## src/rtl/brres_pkg.sv

```systemverilog
package brres_pkg;
  localparam int FLAG_W = 5;
  localparam int OF_B = 0;
  localparam int CF_B = 1;
  localparam int ZF_B = 2;
  localparam int SF_B = 3;
  localparam int PF_B = 4;
endpackage

```

## src/rtl/brres_cond.sv

```systemverilog
module brres_cond
  import brres_pkg::*;
(
  input  logic [3:0]        cond,
  input  logic [FLAG_W-1:0] flags,
  output logic              hit
);
  logic base;
  logic lt;
  assign lt = flags[SF_B] ^ flags[OF_B];
  always_comb begin
    case (cond[3:1])
      3'd0: base = flags[OF_B];
      3'd1: base = flags[CF_B];
      3'd2: base = flags[ZF_B];
      3'd3: base = flags[CF_B] | flags[ZF_B];
      3'd4: base = flags[SF_B];
      3'd5: base = flags[PF_B];
      3'd6: base = lt;
      default: base = flags[ZF_B] | lt;
    endcase
  end
  assign hit = base ^ cond[0];
endmodule

```

## src/rtl/brres_tgt.sv

```systemverilog
module brres_tgt #(
  parameter int PTR_W = 64,
  parameter int DISP_W = 32,
  parameter int NARROW_W = 16
) (
  input  logic [PTR_W-1:0]  nxt,
  input  logic [DISP_W-1:0] disp,
  input  logic              narrow,
  output logic [PTR_W-1:0]  tgt
);
  localparam int EXT_W = PTR_W - DISP_W;
  logic [PTR_W-1:0] sum;
  assign sum = nxt + {{EXT_W{disp[DISP_W-1]}}, disp};
  assign tgt = narrow ? {{(PTR_W-NARROW_W){1'b0}}, sum[NARROW_W-1:0]} : sum;
endmodule

```

## src/rtl/brres_top.sv

```systemverilog
module brres_top
  import brres_pkg::*;
#(
  parameter int PTR_W = 64,
  parameter int DISP_W = 32,
  parameter int NARROW_W = 16
) (
  input  logic              clk,
  input  logic              rst,
  input  logic              req_vld,
  input  logic [3:0]        req_cond,
  input  logic [FLAG_W-1:0] req_flags,
  input  logic [PTR_W-1:0]  req_next,
  input  logic [DISP_W-1:0] req_disp,
  input  logic              req_os16,
  output logic              res_vld,
  output logic              res_taken,
  output logic [PTR_W-1:0]  res_ptr
);
  logic             hit;
  logic [PTR_W-1:0] tgt;

  brres_cond u_cond (.cond(req_cond), .flags(req_flags), .hit(hit));
  brres_tgt #(.PTR_W(PTR_W), .DISP_W(DISP_W), .NARROW_W(NARROW_W)) u_tgt (
    .nxt(req_next), .disp(req_disp), .narrow(req_os16), .tgt(tgt));

  always_ff @(posedge clk) begin
    if (rst) begin
      res_vld   <= 1'b0;
      res_taken <= 1'b0;
      res_ptr   <= '0;
    end else begin
      res_vld <= req_vld;
      if (req_vld) begin
        res_taken <= hit;
        res_ptr   <= hit ? tgt : req_next;
      end
    end
  end

  p_strobe_r9: assert property (@(posedge clk) disable iff (rst)
    res_vld == $past(req_vld));
  p_hold_r9: assert property (@(posedge clk) disable iff (rst)
    !$past(req_vld) |-> ($stable(res_ptr) && $stable(res_taken)));
  p_notaken_r8: assert property (@(posedge clk) disable iff (rst)
    (res_vld && !res_taken) |-> res_ptr == $past(req_next));
  p_narrow_r7: assert property (@(posedge clk) disable iff (rst)
    (res_vld && res_taken && $past(req_os16)) |-> res_ptr[PTR_W-1:NARROW_W] == '0);
  p_pair_r1: assert property (@(posedge clk) disable iff (rst)
    (req_vld && req_cond == 4'd0) |=> res_taken == $past(req_flags[OF_B]));
  p_sgn_r4: assert property (@(posedge clk) disable iff (rst)
    (req_vld && req_cond == 4'd12) |=> res_taken == ($past(req_flags[SF_B]) != $past(req_flags[OF_B])));
endmodule

```

## config.mk

```make
export PLATFORM = sky130hd
export DESIGN_NAME = brres_top
export DESIGN_NICKNAME = d
export VERILOG_FILES = /design/src/rtl/brres_pkg.sv /design/src/rtl/brres_cond.sv /design/src/rtl/brres_tgt.sv /design/src/rtl/brres_top.sv
export SDC_FILE = /design/constraint.sdc
export NUM_CORES = 1
export LEC_CHECK = 0
export BUFFER_PORTS_ARGS = -buffer_cell sky130_fd_sc_hd__buf_4
export CORE_MARGIN = 2
export CORE_UTILIZATION = 59
export DETAILED_ROUTE_END_ITERATION = 10
export PLACE_DENSITY_LB_ADDON = 0.3
export SLEW_MARGIN = 20
export SYNTH_ARGS = -nofsm -noshare
export SYNTH_HDL_FRONTEND = slang
export SYNTH_SLANG_ARGS = --single-unit
export TNS_END_PERCENT = 30
```

## constraint.sdc

```tcl
create_clock -name clk -period 7.25 [get_ports clk]
set_input_delay 1.45 -clock clk [delete_from_list [all_inputs] [get_ports clk]]
set_output_delay 1.45 -clock clk [all_outputs]
set_load 0.02 [all_outputs]
```

# After elaboration in Yosys (flattened, before gate mapping)
# Index checks and enable logic that the tools add are counted.
# word_totals
reg_bits	66
latchBits	0
ram_bits	0
rom_bits	0
inputBits	109
out_inout_bits	66
elab_cells	18
mem_count	0
# op_classes
addsub	1
multipliers	0
div_mod_pow	0
magnitude_cmp	0
n_eq_ne	6
shifts	0
muxes	3
bitwise	4
n_reduce_logical	1
# ops
operator	count
$mux W64	2
$add A64 B64 Y64	1
$eq A3 B3 Y1 const B	3
$pmux W1 S7	1
$eq A3 B2 Y1 const B	2
$eq A3 B1 Y1 const B	1
$logic_not A3 Y1	1
$or A1 B1 Y1	2
$xor A1 B1 Y1	2

# Longest topological paths before layout
# Gate-level depths: netlist of the first run.
# logic_depth
depth_word	5
depth_mapped	12
ltp_nobuf	12

# Modules after synthesis
# A second synthesis of the first run with hierarchy kept.
# hier_totals
hier_cells	902
area_unflattened_um2	7060.5
# modules_own_cells
mod	n_inst	cells_per_inst	area_each_um2	seq_area_each_um2
brres_tgt	1	601	4077.7	0.0
brres_top	1	289	2901.5	1321.3
brres_cond	1	12	81.3	0.0

# Least setup slack after synthesis of the first run
# No wires, ideal clock.
# synth_timing
kind	input to register
startpoint	input req_next[0]
endpoint	register res_ptr[32]
setup_time_ns	0.086
t_arrival_ns	3.923
t_required_ns	7.164
slack_ns	3.241
stages	12
path_buffers	0
path_cell_list	ha_1 -> fa_1 -> a21oi_1 -> o211ai_1 -> a311oi_2 -> o41ai_2 -> a31oi_2 -> o21bai_2 -> a21oi_1 -> xnor2_1 -> a22oi_1 -> a211oi_1
# synth_between
elab_chain_len	3
# synth_rtl
item	line	source
start: declaration	brres_top.sv:13	input logic [PTR_W-1:0] req_next,
$add A64 B64 Y64	brres_tgt.sv:13	assign sum = nxt + {{EXT_W{disp[DISP_W-1]}}, disp};
$mux W64	brres_tgt.sv:14	assign tgt = narrow ? {{(PTR_W-NARROW_W){1'b0}}, sum[NARROW_W-1:0]} : sum;
$mux W64	brres_top.sv:36	res_ptr <= hit ? tgt : req_next;
end signal: assignment	brres_top.sv:36	
end: declaration	brres_top.sv:18	output logic [PTR_W-1:0] res_ptr
# Every way passes these cells.
# A chain may end at the register's enable or synchronous reset.

# Final worst setup path of the first run
# layout_timing
startpoint	input req_next[0]
endpoint	register res_ptr[58]
# The elaborated chain is that of the path after synthesis.

==> results of run 1 <==
## through the flow
step	setup WS, ns	cells	area, um2	hold WS (ns)	power [mW]
after floorplan	3.24	914	6880	0.545	0.894
after global placement	2.74	1174	8040	0.474	1.08
after detailed placement	2.65	1174	8040	0.476	1.09
after CTS	2.97	1190	8400	0.484	1.62
after global routing	2.66	1190	8400	0.508	1.71
final	2.90	1190	8400	0.481	1.63
## cell type report
type | instances | share of cell area, %
multi-input combinational | 768 | 61.2
timing repair buffer | 177 | 15.8
sequential | 66 | 15.7
clock buffer | 10 | 2.85
tap | 143 | 2.13
clock inverter | 6 | 1.34
inverter | 20 | 0.894
## state kept, by name, summed over array words and instances, names as in the netlist
name       cells
res_taken      1
res_ptr       64
res_vld        1
## logic make-up after synthesis
family | share of synthesized area, %
flip-flops | 19.2
AND/OR/NAND/NOR | 19.2
buffers and inverters | 6.20
multiplexers | 0.146
adder cells (fa/ha/maj) | 11.8
XOR/XNOR | 7.64
AO/OA/AOI/OAI | 35.8
## cell usage after synthesis, types with 23 or more instances
cell type                  instances  area [um2]
sky130_fd_sc_hd__nand2_1          93         349
sky130_fd_sc_hd__nor2_1           91         342
sky130_fd_sc_hd__a21oi_1          85         425
sky130_fd_sc_hd__dfxtp_1          66        1320
sky130_fd_sc_hd__ha_1             63         788
sky130_fd_sc_hd__o21ai_0          51         255
sky130_fd_sc_hd__xnor2_1          43         377
sky130_fd_sc_hd__a211oi_1         38         285
sky130_fd_sc_hd__clkbuf_1         32         120
sky130_fd_sc_hd__a21o_1           28         210
sky130_fd_sc_hd__nor2b_1          24         150
sky130_fd_sc_hd__a22oi_1          23         173
## report_power, final
part / total [mW] / internal [mW] / switching [mW]
Sequential: 0.416 / 0.398 / 0.0189
Combinational: 0.679 / 0.284 / 0.396
Clock: 0.531 / 0.347 / 0.184
Total: 1.63 / 1.03 / 0.599
## worst max-delay path: stages
cell and delay, ns:
sky130_fd_sc_hd__buf_4 0.11, sky130_fd_sc_hd__ha_1 0.23, sky130_fd_sc_hd__fa_1 0.41, sky130_fd_sc_hd__a21oi_1 0.24, sky130_fd_sc_hd__o211ai_1 0.17, sky130_fd_sc_hd__a311oi_2 0.56, sky130_fd_sc_hd__nor3_1 0.13, sky130_fd_sc_hd__o21ai_0 0.19
sky130_fd_sc_hd__nand2_1 0.18, sky130_fd_sc_hd__a21oi_2 0.35, sky130_fd_sc_hd__a21oi_1 0.14, sky130_fd_sc_hd__xnor2_1 0.14, sky130_fd_sc_hd__a311oi_1 0.27
## worst max path at each step
stage	to	from	cells past startpoint
2_1_floorplan	res_ptr[32]	req_next[0]	12
3_3_place_gp	res_ptr[58]	req_next[0]	13
3_5_place_dp	res_ptr[58]	req_next[0]	13
4_1_cts	res_ptr[58]	req_next[0]	13
5_1_grt	res_ptr[58]	req_next[0]	13
6_report	res_ptr[58]	req_next[0]	13
## routing by layer
layer	up-vias	global-route usage (%)
met5	-	0
met4	0	10.0
met3	33	3.59
met2	319	54.2
met1	3500	44.1
li1	3676	-
==> impl_metrics.tcl, run 1 <==
set metrics [dict create \
    outcome "finished, final reports clean" \
    number_of_buffers_inserted_to_repair_setup_after_cts 0 \
    cts_tree "yes" \
    layout_common_cells "sky130_fd_sc_hd__buf_4 (177), sky130_fd_sc_hd__nand2_1 (93), sky130_fd_sc_hd__nor2_1 (90)" \
    highest-signal-layer "met4" \
    relSlewSlack_pct 41.3 \
    cts-root-to-sink-buffers 2 \
    postSynth.topFlopCell "sky130_fd_sc_hd__dfxtp_1" \
    post-route-min-period_ns 4.35 \
    min-delay-path-class "reg -> reg" \
    first_global_vias 6978 \
    ir_drop_uv 130 \
    grt-ovfl-total 0 \
    seq_area_frac_synth_pct 19.2 \
    drcViolationCount 0 \
    final.period_utilization_pct 60.0 \
    worstPathMaxFanout 5 \
    cts-hold-fix-buffers 0 \
    first_pass_grt_wire_length_um 33600 \
    wl_met2_um 9800 \
    data_required_critical_path_ns 7.49 \
    cts-buffers-inserted 9 \
    syn_to_final_growth_pct 22.1 \
    syn-num-nets 1087 \
    design.final.nets 1215 \
    ys_types 77 \
    drv_slew 0 \
    antenna_left 0 \
    worstSetupStartpointType "input pin" \
    max_cap_viol_count 0 \
    fin_util_pct 73.5 \
    clock_latency_ns 0.34 \
    initial_core_utilization_pct 60.2 \
    multi_input_comb_area_um2 5140 \
    die_area_um2 12500 \
    gp_routability_congestion 0.956 \
    reg2reg_slack_ns 6.34 \
    drt-vias-per-instance 6.33 \
    number_of_cells_upsized_or_downsized_after_cts 0 \
    diodes 0 \
    rsz0062_at_grt "false" \
    syn-cell-area_um2 6880 \
    hold_depth 2 \
    post_synth.cell_area_avg_um2 7.52 \
    power.static_leakage_nw 3.66 \
    timing.critical_path.arrival_ns 4.60 \
    clock-skew-final_ns 0 \
    met1_length_um 9230 \
    cts.htree.levels 3 \
    synthArstFlopShare_pct 0 \
    buffer_ports.inserted 174 \
    wl_per_cell_um 17.6 \
    setup_viol_count_final 0 \
    worst_slew_pin_slew_ns 0.881 \
    synthCells 914 \
    synth_enable_flop_cells 0 \
    fill_cells 972 \
    num_io_pins 175 \
    sequential_cell_area_um2 1320 \
    sum_of_net_half_perimeters_after_detailed_placement_um 15600 \
    clkSinkCount 66 \
    critical_path.endpoint_type "register" \
    r2r-end "res_ptr[44]" \
    placement_rows 39 \
    power-per-cell-area_nw_per_um2 194 \
    ys_warn_count 0 \
    first_pass_iters 6 \
    grt_max_degree 89 \
    setup-tns-final_ns 0 \
    min-delay-start "res_ptr[0]" \
    detailedRoute.firstIterationViolations 623 \
    mostFrequentLayoutCell "sky130_fd_sc_hd__buf_4" \
    ys_seq_elements 66 \
    die_width_um 112 \
    max_frequency_mhz 230 \
    core-area_um2 11400 \
    route.met3.wl_um 1570 \
    detail_route.wirelength_um 21000 \
    report.final.hold_viol_count 0 \
    holdPathEnd "res_ptr[0]" \
    die_height_um 112 \
    root_buffer "sky130_fd_sc_hd__clkbuf_16" \
    final_layout_size_suffix_gt1_share_pct 22.0 \
    antenna_violations_before_repair 0 \
    groute.usage.overall_pct 32.4 \
    route.vias.total 7528 \
    critical_path_class "in -> reg" \
    timing.rr.start "res_ptr[44]" \
    reg2reg_depth 3 \
    cts_clock_pin_slew_for_the_worst_setup_and_hold_paths_ns 0.06 \
]
(Power assumes the default switching activity.)
==> inputs of run 2 (changes only) <==
ABC_AREA = 1   (was default)
CORE_UTILIZATION = 52   (was 59)
clock period = 3.8 ns   (was 7.25 ns; I/O delays follow)
==> run 2 against run 1 <==
  * Setup slack lost 1.9 ns
  * Sequential power grew 89%
  * Critical endpoint is now res_ptr[36]
  * Wire length grew 55%
  * Design area grew 26%
  * Global-route usage grew 3.0 points
  * Sequential share of layout area shrank 3.3 points
  * Combinational power grew 110%
  * Clock power grew 87%
  * Largest power group unchanged
==> impl_metrics.tcl, run 2 <==
set metrics [dict create \
    outcome "finished, final reports clean" \
    max_cap_viol_count 0 \
    worst_slew_pin_slew_ns 0.719 \
    post_synth.cell_area_avg_um2 5.30 \
    r2r-end "res_ptr[63]" \
    ys_seq_elements 66 \
    power.share.switching_pct 42.6 \
    cellInternalPower_mw 1.85 \
    data_required_critical_path_ns 4.09 \
    die_area_um2 18000 \
    syn_to_final_growth_pct 19.9 \
    relative_contribution_of_sequential_cells_to_total_power_pct 24.4 \
    placement_rows 47 \
    holdPathEnd "res_ptr[15]" \
    grt-ovfl-total 0 \
    timing.critical_path.arrival_ns 3.13 \
    first_pass_grt_wire_length_um 49900 \
    power.static_leakage_nw 6.22 \
    clock-skew-final_ns 0 \
    critPathSlowestCell "sky130_fd_sc_hd__fa_1" \
    number_of_cells_upsized_or_downsized_after_cts 0 \
    grt_max_degree 68 \
    cts_clock_pin_slew_for_the_worst_setup_and_hold_paths_ns 0.07 \
    design.final.nets 1999 \
    wl_per_cell_um 15.8 \
    hold_depth 2 \
    rsz0062_at_grt "false" \
    drcViolationCount 0 \
    ys_warn_count 0 \
    timing.rr.start "res_ptr[63]" \
    clock_latency_ns 0.35 \
    number_of_buffers_inserted_to_repair_setup_after_cts 0 \
    largest_register_ff_count 64 \
    timing.critical_path.slowest_cell_delay_ns 0.47 \
    path_common_cell "sky130_fd_sc_hd__nand2_1" \
    syn-cell-area_um2 8830 \
    route.vias.total 10800 \
    critical_path_class "in -> reg" \
    clkSinkCount 66 \
    num_io_pins 175 \
    synth_top_cells_by_count "sky130_fd_sc_hd__nand2_1 (710), sky130_fd_sc_hd__inv_1 (298), sky130_fd_sc_hd__nor2_1 (151)" \
    min-delay-start "res_ptr[15]" \
    min-delay-path-class "reg -> reg" \
    cts-root-to-sink-buffers 2 \
    sum_of_net_half_perimeters_after_detailed_placement_um 26400 \
    setup-tns-final_ns 0 \
    switchingPower_mw 1.37 \
    critical_path.endpoint_type "register" \
    cts.htree.levels 3 \
    setup.worst_path.start "req_next[0]" \
    postSynth.topFlopCell "sky130_fd_sc_hd__dfxtp_1" \
    power_mw 3.22 \
    cell_accounting_for_the_most_synthesized_area "sky130_fd_sc_hd__nand2_1" \
    max_flop_register "res_ptr" \
    cts-hold-fix-buffers 0 \
    cts_tree "yes" \
    critical_path.cell_chain "buf_4, ha_1, fa_1, nand3_1, nand3_1, nand2_1, nand2_1, nand2_1, nand2_1, nand2_1, nand2_1, nand2_1, nand2_1, nand2_1, nand3_2, a21oi_2" \
    buffer_ports.inserted 174 \
    synthArstFlopShare_pct 0 \
    power_frac_clock_pct 30.8 \
    first_pass_iters 6 \
    max_frequency_mhz 351 \
    core-area_um2 16600 \
    detailedRoute.firstIterationViolations 905 \
    synthCells 1668 \
    combinational_cell_fraction_of_total_power_pct 44.8 \
    antenna_violations_before_repair 0 \
    root_buffer "sky130_fd_sc_hd__clkbuf_16" \
    relSlewSlack_pct 52.1 \
    final.period_utilization_pct 74.9 \
    power-per-cell-area_nw_per_um2 304 \
    mostFrequentLayoutCell "sky130_fd_sc_hd__nand2_1" \
    worstSetupStartpointType "input pin" \
    final_layout_size_suffix_gt1_share_pct 14.2 \
    post-route-min-period_ns 2.85 \
    ir_drop_uv 221 \
    report.final.hold_viol_count 0 \
    synth_enable_flop_cells 0 \
    layout_common_cells "sky130_fd_sc_hd__nand2_1 (710), sky130_fd_sc_hd__inv_1 (298), sky130_fd_sc_hd__buf_4 (180)" \
    synth_most_common_cell "sky130_fd_sc_hd__nand2_1" \
    cts-buffers-inserted 9 \
    post_synth_main_area_contributors "sky130_fd_sc_hd__nand2_1 (30%), sky130_fd_sc_hd__dfxtp_1 (15%), sky130_fd_sc_hd__inv_1 (13%)" \
    diodes 0 \
    die_height_um 134 \
    synth_top_area_share_pct 30.2 \
    reg2reg_slack_ns 3.06 \
    gp_routability_congestion 0.999 \
    reg2reg_depth 4 \
    die_width_um 134 \
    largestRegisters "res_ptr x64, res_taken x1, res_vld x1" \
    syn-num-nets 1841 \
    setup_viol_count_final 0 \
    drv_slew 0 \
    antenna_left 0 \
    initial_core_utilization_pct 53.3 \
    drt-vias-per-instance 5.24 \
    groute.usage.overall_pct 35.3 \
    ys_types 41 \
    seq_area_frac_synth_pct 15.0 \
    worstPathMaxFanout 4 \
    detail_route.wirelength_um 32500 \
    first_global_vias 9596 \
]
run 2: cells by family (layout without fill, tap and decap cells):
| kind of cell | after synthesis | after routing | synth area share, % |
|---|---|---|---|
| buf+inv | 333 | 496 | 15.1 |
| flops | 66 | 66 | 15.0 |
| simple gates | 1016 | 1016 | 47.4 |
| xor+xnor | 16 | 16 | 1.59 |
| compound gates | 173 | 173 | 11.8 |
| fa+ha+maj | 64 | 64 | 9.15 |
run 2: layout make-up:
| type | instances | area (um2) |
|---|---|---|
| clock inverters | 7 | 106 |
| fillers | 1729 | 5990 |
| repair buffers | 180 | 1350 |
| inverters | 300 | 1130 |
| multi-input cells | 1269 | 6180 |
| flip-flops and latches | 66 | 1320 |
| well taps | 220 | 275 |
| clock buffers | 9 | 225 |
run 2: metal layers:
layer	wire, um	GRT usage [%]
met3	2930	5.48
met1	14600	48.8
met2	14000	55.8
met4	971	12.6
met5	0	0
run 2: critical path: cells and delay by family:
family | cells | cell delay, ns
simple gates | 12 | 1.42
buf+inv | 1 | 0.11
compound gates | 1 | 0.13
fa+ha+maj | 2 | 0.72
run 2: worst max-delay path by stage:
stage | to | slack, ns | cells after the start
after floorplan | res_ptr[28] | 1.24 | 13
after global placement | res_ptr[36] | 0.69 | 16
after detailed placement | res_ptr[36] | 0.67 | 16
after CTS | res_ptr[36] | 1.00 | 16
after global routing | res_ptr[36] | 0.81 | 16
final | res_ptr[36] | 0.95 | 16
run 2: power by group through the flow:
stage	Combinational (mW)	Clock, mW	Sequential, mW
2_1_floorplan	0.878	0	0.866
3_3_place_gp	1.40	0	0.799
3_5_place_dp	1.41	0	0.800
4_1_cts	1.42	0.994	0.785
5_1_grt	1.59	1.01	0.791
6_report	1.44	0.992	0.786
run 2: metrics by stage:
step / std cells / setup WS (ns) / hold slack [ns] / area [um2] / util (%)
after global routing: 2051 / 0.806 / 0.485 / 10600 / 63.9
after CTS: 2051 / 1.00 / 0.470 / 10600 / 63.9
after detailed placement: 2035 / 0.669 / 0.460 / 10300 / 61.9
final: 2051 / 0.953 / 0.471 / 10600 / 63.9
after global placement: 2035 / 0.686 / 0.455 / 10300 / 61.9
after floorplan: 1668 / 1.24 / 0.545 / 8830 / -
==> inputs of run 3 (changes only) <==
ABC_AREA = 0   (was 1)
CORE_UTILIZATION = 50   (was 52)
clock period = 2.3 ns   (was 3.8 ns; I/O delays follow)
==> run 3 against run 2 <==
  * The flow now finishes with violations (negative setup slack)
  * Setup slack got worse by 1.6 ns
  * Largest cell class unchanged
  * Clock skew did not move
  * Largest power group unchanged
  * First-iteration DRC count rose by 38%
  * Core utilization rose by 23 points
  * Via count fell by 9.3%
  * Non-clock buffer count rose by 277
  * Highest routed layer unchanged
  * Wire length barely moved
  * Critical path type unchanged
  * Register-to-register slack got worse by 1.7 ns
==> impl_metrics.tcl, run 3 (synthesized netlist as in run 1, its figures left out) <==
set metrics [dict create \
    outcome "complete, but fails checks" \
    failed_checks "negative setup slack" \
    cell_area_after_layout_um2 11600 \
    data_required_critical_path_ns 2.57 \
    post-route-min-period_ns 2.90 \
    first_global_vias 9213 \
    drcViolationCount 0 \
    reg2reg_depth 3 \
    fin_util_pct 87.0 \
    power.static_leakage_nw 5.15 \
    min-delay-start "req_next[0]" \
    max_flop_register "res_ptr" \
    buffer_ports.inserted 174 \
    setup-tns-final_ns -17.40 \
    worstSetupStartpointType "input pin" \
    cts-root-to-sink-buffers 2 \
    cts_tree "yes" \
    cts.htree.levels 3 \
    initial_core_utilization_pct 51.5 \
    design.final.nets 1495 \
    largestRegisters "res_ptr x64, res_taken x1, res_vld x1" \
    cts-buffers-inserted 9 \
    sum_of_net_half_perimeters_after_detailed_placement_um 19600 \
    timing.critical_path.arrival_ns 3.16 \
    timing.critical_path.slowest_cell_delay_ns 0.38 \
    num_io_pins 175 \
    cellInternalPower_mw 3.78 \
    r2r-end "res_ptr[39]" \
    worst_slew_pin_slew_ns 0.604 \
    power-per-cell-area_nw_per_um2 532 \
    drv_slew 0 \
    min-delay-path-class "in -> reg" \
    first_pass_grt_wire_length_um 46100 \
    groute.usage.overall_pct 39.1 \
    die_height_um 121 \
    holdPathEnd "res_ptr[0]" \
    critical_path.endpoint_type "register" \
    wl_per_cell_um 21.6 \
    syn_to_final_growth_pct 68.7 \
    sequential_cell_area_um2 1320 \
    clkSinkCount 66 \
    multi_input_comb_area_um2 6090 \
    max_cap_viol_count 0 \
    power.share.switching_pct 38.8 \
    hold_depth 3 \
    setup_viol_count_final 48 \
    largest_register_ff_count 64 \
    clock-skew-final_ns 0 \
    final.period_utilization_pct 126 \
    dpl-instance-area_um2 10100 \
    ir_drop_uv 401 \
    route.vias.total 9747 \
    power_mw 6.18 \
    final_layout_size_suffix_gt1_share_pct 46.6 \
    relative_contribution_of_sequential_cells_to_total_power_pct 21.3 \
    critPathSlowestCell "sky130_fd_sc_hd__fa_2" \
    combinational_cell_fraction_of_total_power_pct 54.2 \
    root_buffer "sky130_fd_sc_hd__clkbuf_16" \
    report.final.hold_viol_count 0 \
    holdWs_ns 0.385 \
    drt-vias-per-instance 6.49 \
    detailedRoute.firstIterationViolations 1251 \
    mostFrequentLayoutCell "sky130_fd_sc_hd__buf_4" \
    core-area_um2 13300 \
    grt_max_degree 61 \
    die_area_um2 14700 \
    first_pass_iters 6 \
    placement_rows 42 \
    gp_routability_congestion 0.968 \
    timing.rr.start "res_ptr[39]" \
    switchingPower_mw 2.40 \
    power_frac_clock_pct 24.4 \
    fill_cells 708 \
    max_frequency_mhz 345 \
    cts_clock_pin_slew_for_the_worst_setup_and_hold_paths_ns 0.06 \
    layout_common_cells "sky130_fd_sc_hd__buf_4 (433), sky130_fd_sc_hd__nand2_1 (90), sky130_fd_sc_hd__nor2_1 (83)" \
    relSlewSlack_pct 59.3 \
    diodes 0 \
    critical_path_class "in -> reg" \
    antenna_left 0 \
    antenna_violations_before_repair 0 \
    grt-ovfl-total 0 \
    rsz0062_at_grt "true" \
    cts-hold-fix-buffers 0 \
    clock_latency_ns 0.35 \
    reg2reg_slack_ns 1.39 \
    timing.final.ws_setup_ns -0.598 \
    die_width_um 121 \
    detail_route.wirelength_um 32500 \
    worstPathMaxFanout 4 \
    critical_path.cell_chain "buf_8, ha_4, fa_2, a21oi_4, o211ai_1, a311oi_2, buf_4, o41ai_2, a31oi_2, buf_6, o21bai_4, a21oi_2, xnor2_1, a22oi_1, a211oi_1" \
]
## run 3: cell types whose count changed in the layout (fill, tap and decap cells not counted), sizes merged, moves of 38 or more
cell | previous run | this run
nor2 | 152 | 92
buf | 180 | 456
nand3 | 99 | 15
inv | 304 | 19
nand2 | 715 | 94
a211oi | 0 | 38
## run 3: worst max path at each step
stage | start | endpoint | slack (ns)
finish | req_next[0] | res_ptr[32] | -0.60
global route | req_next[0] | res_ptr[32] | -0.70
CTS | req_next[0] | res_ptr[62] | -0.39
detailed placement | req_next[0] | res_ptr[58] | -0.98
global placement | req_next[0] | res_ptr[58] | -0.91
floorplan | req_next[0] | res_ptr[52] | -0.49
## run 3: what timing repair did
action	4_1_cts	5_1_grt
cloned	0	1
endpoints found under the setup margin	48	51
resized for setup	118	54
pin swaps	77	43
setup buffers	15	6
endpoints found under the hold margin	0	0
## run 3: layout make-up
cell class	count	area share, %
Multi-Input combinational cell	768	52.5
Timing Repair Buffer	457	30.9
Sequential cell	66	11.4
Clock buffer	13	2.33
Tap cell	176	1.90
Inverter	20	0.679
Clock inverter	2	0.302
## run 3: through the flow
| step | setup WS, ns | instances |
|---|---|---|
| 6_report | -0.598 | 1502 |
| 5_1_grt | -0.701 | 1502 |
| 4_1_cts | -0.386 | 1495 |
| 3_5_place_dp | -0.977 | 1466 |
| 3_3_place_gp | -0.907 | 1466 |
| 2_1_floorplan | -0.495 | 914 |
## run 3: layer usage
layer	vias to the layer above	share of wire, %	track usage (%)
li1	4235	-	-
met1	4472	37	47.5
met2	803	46	65.1
met3	237	10	7.71
met4	0	7.0	21.0
met5	-	0	0
## run 3: power by group through the flow
| stage | combinational (mW) | clock, mW | sequential [mW] |
|---|---|---|---|
| 2_1_floorplan | 1.36 | 0 | 1.46 |
| 3_3_place_gp | 2.68 | 0 | 1.33 |
| 3_5_place_dp | 2.73 | 0 | 1.33 |
| 4_1_cts | 3.00 | 1.48 | 1.31 |
| 5_1_grt | 3.51 | 1.55 | 1.33 |
| 6_report | 3.35 | 1.51 | 1.32 |
## run 3: worst max-delay path: cells and delay by family
family,cells,cell delay [ns]
buf+inv,3,0.45
xor+xnor,1,0.15
fa+ha+maj,2,0.54
compound gates,9,1.56
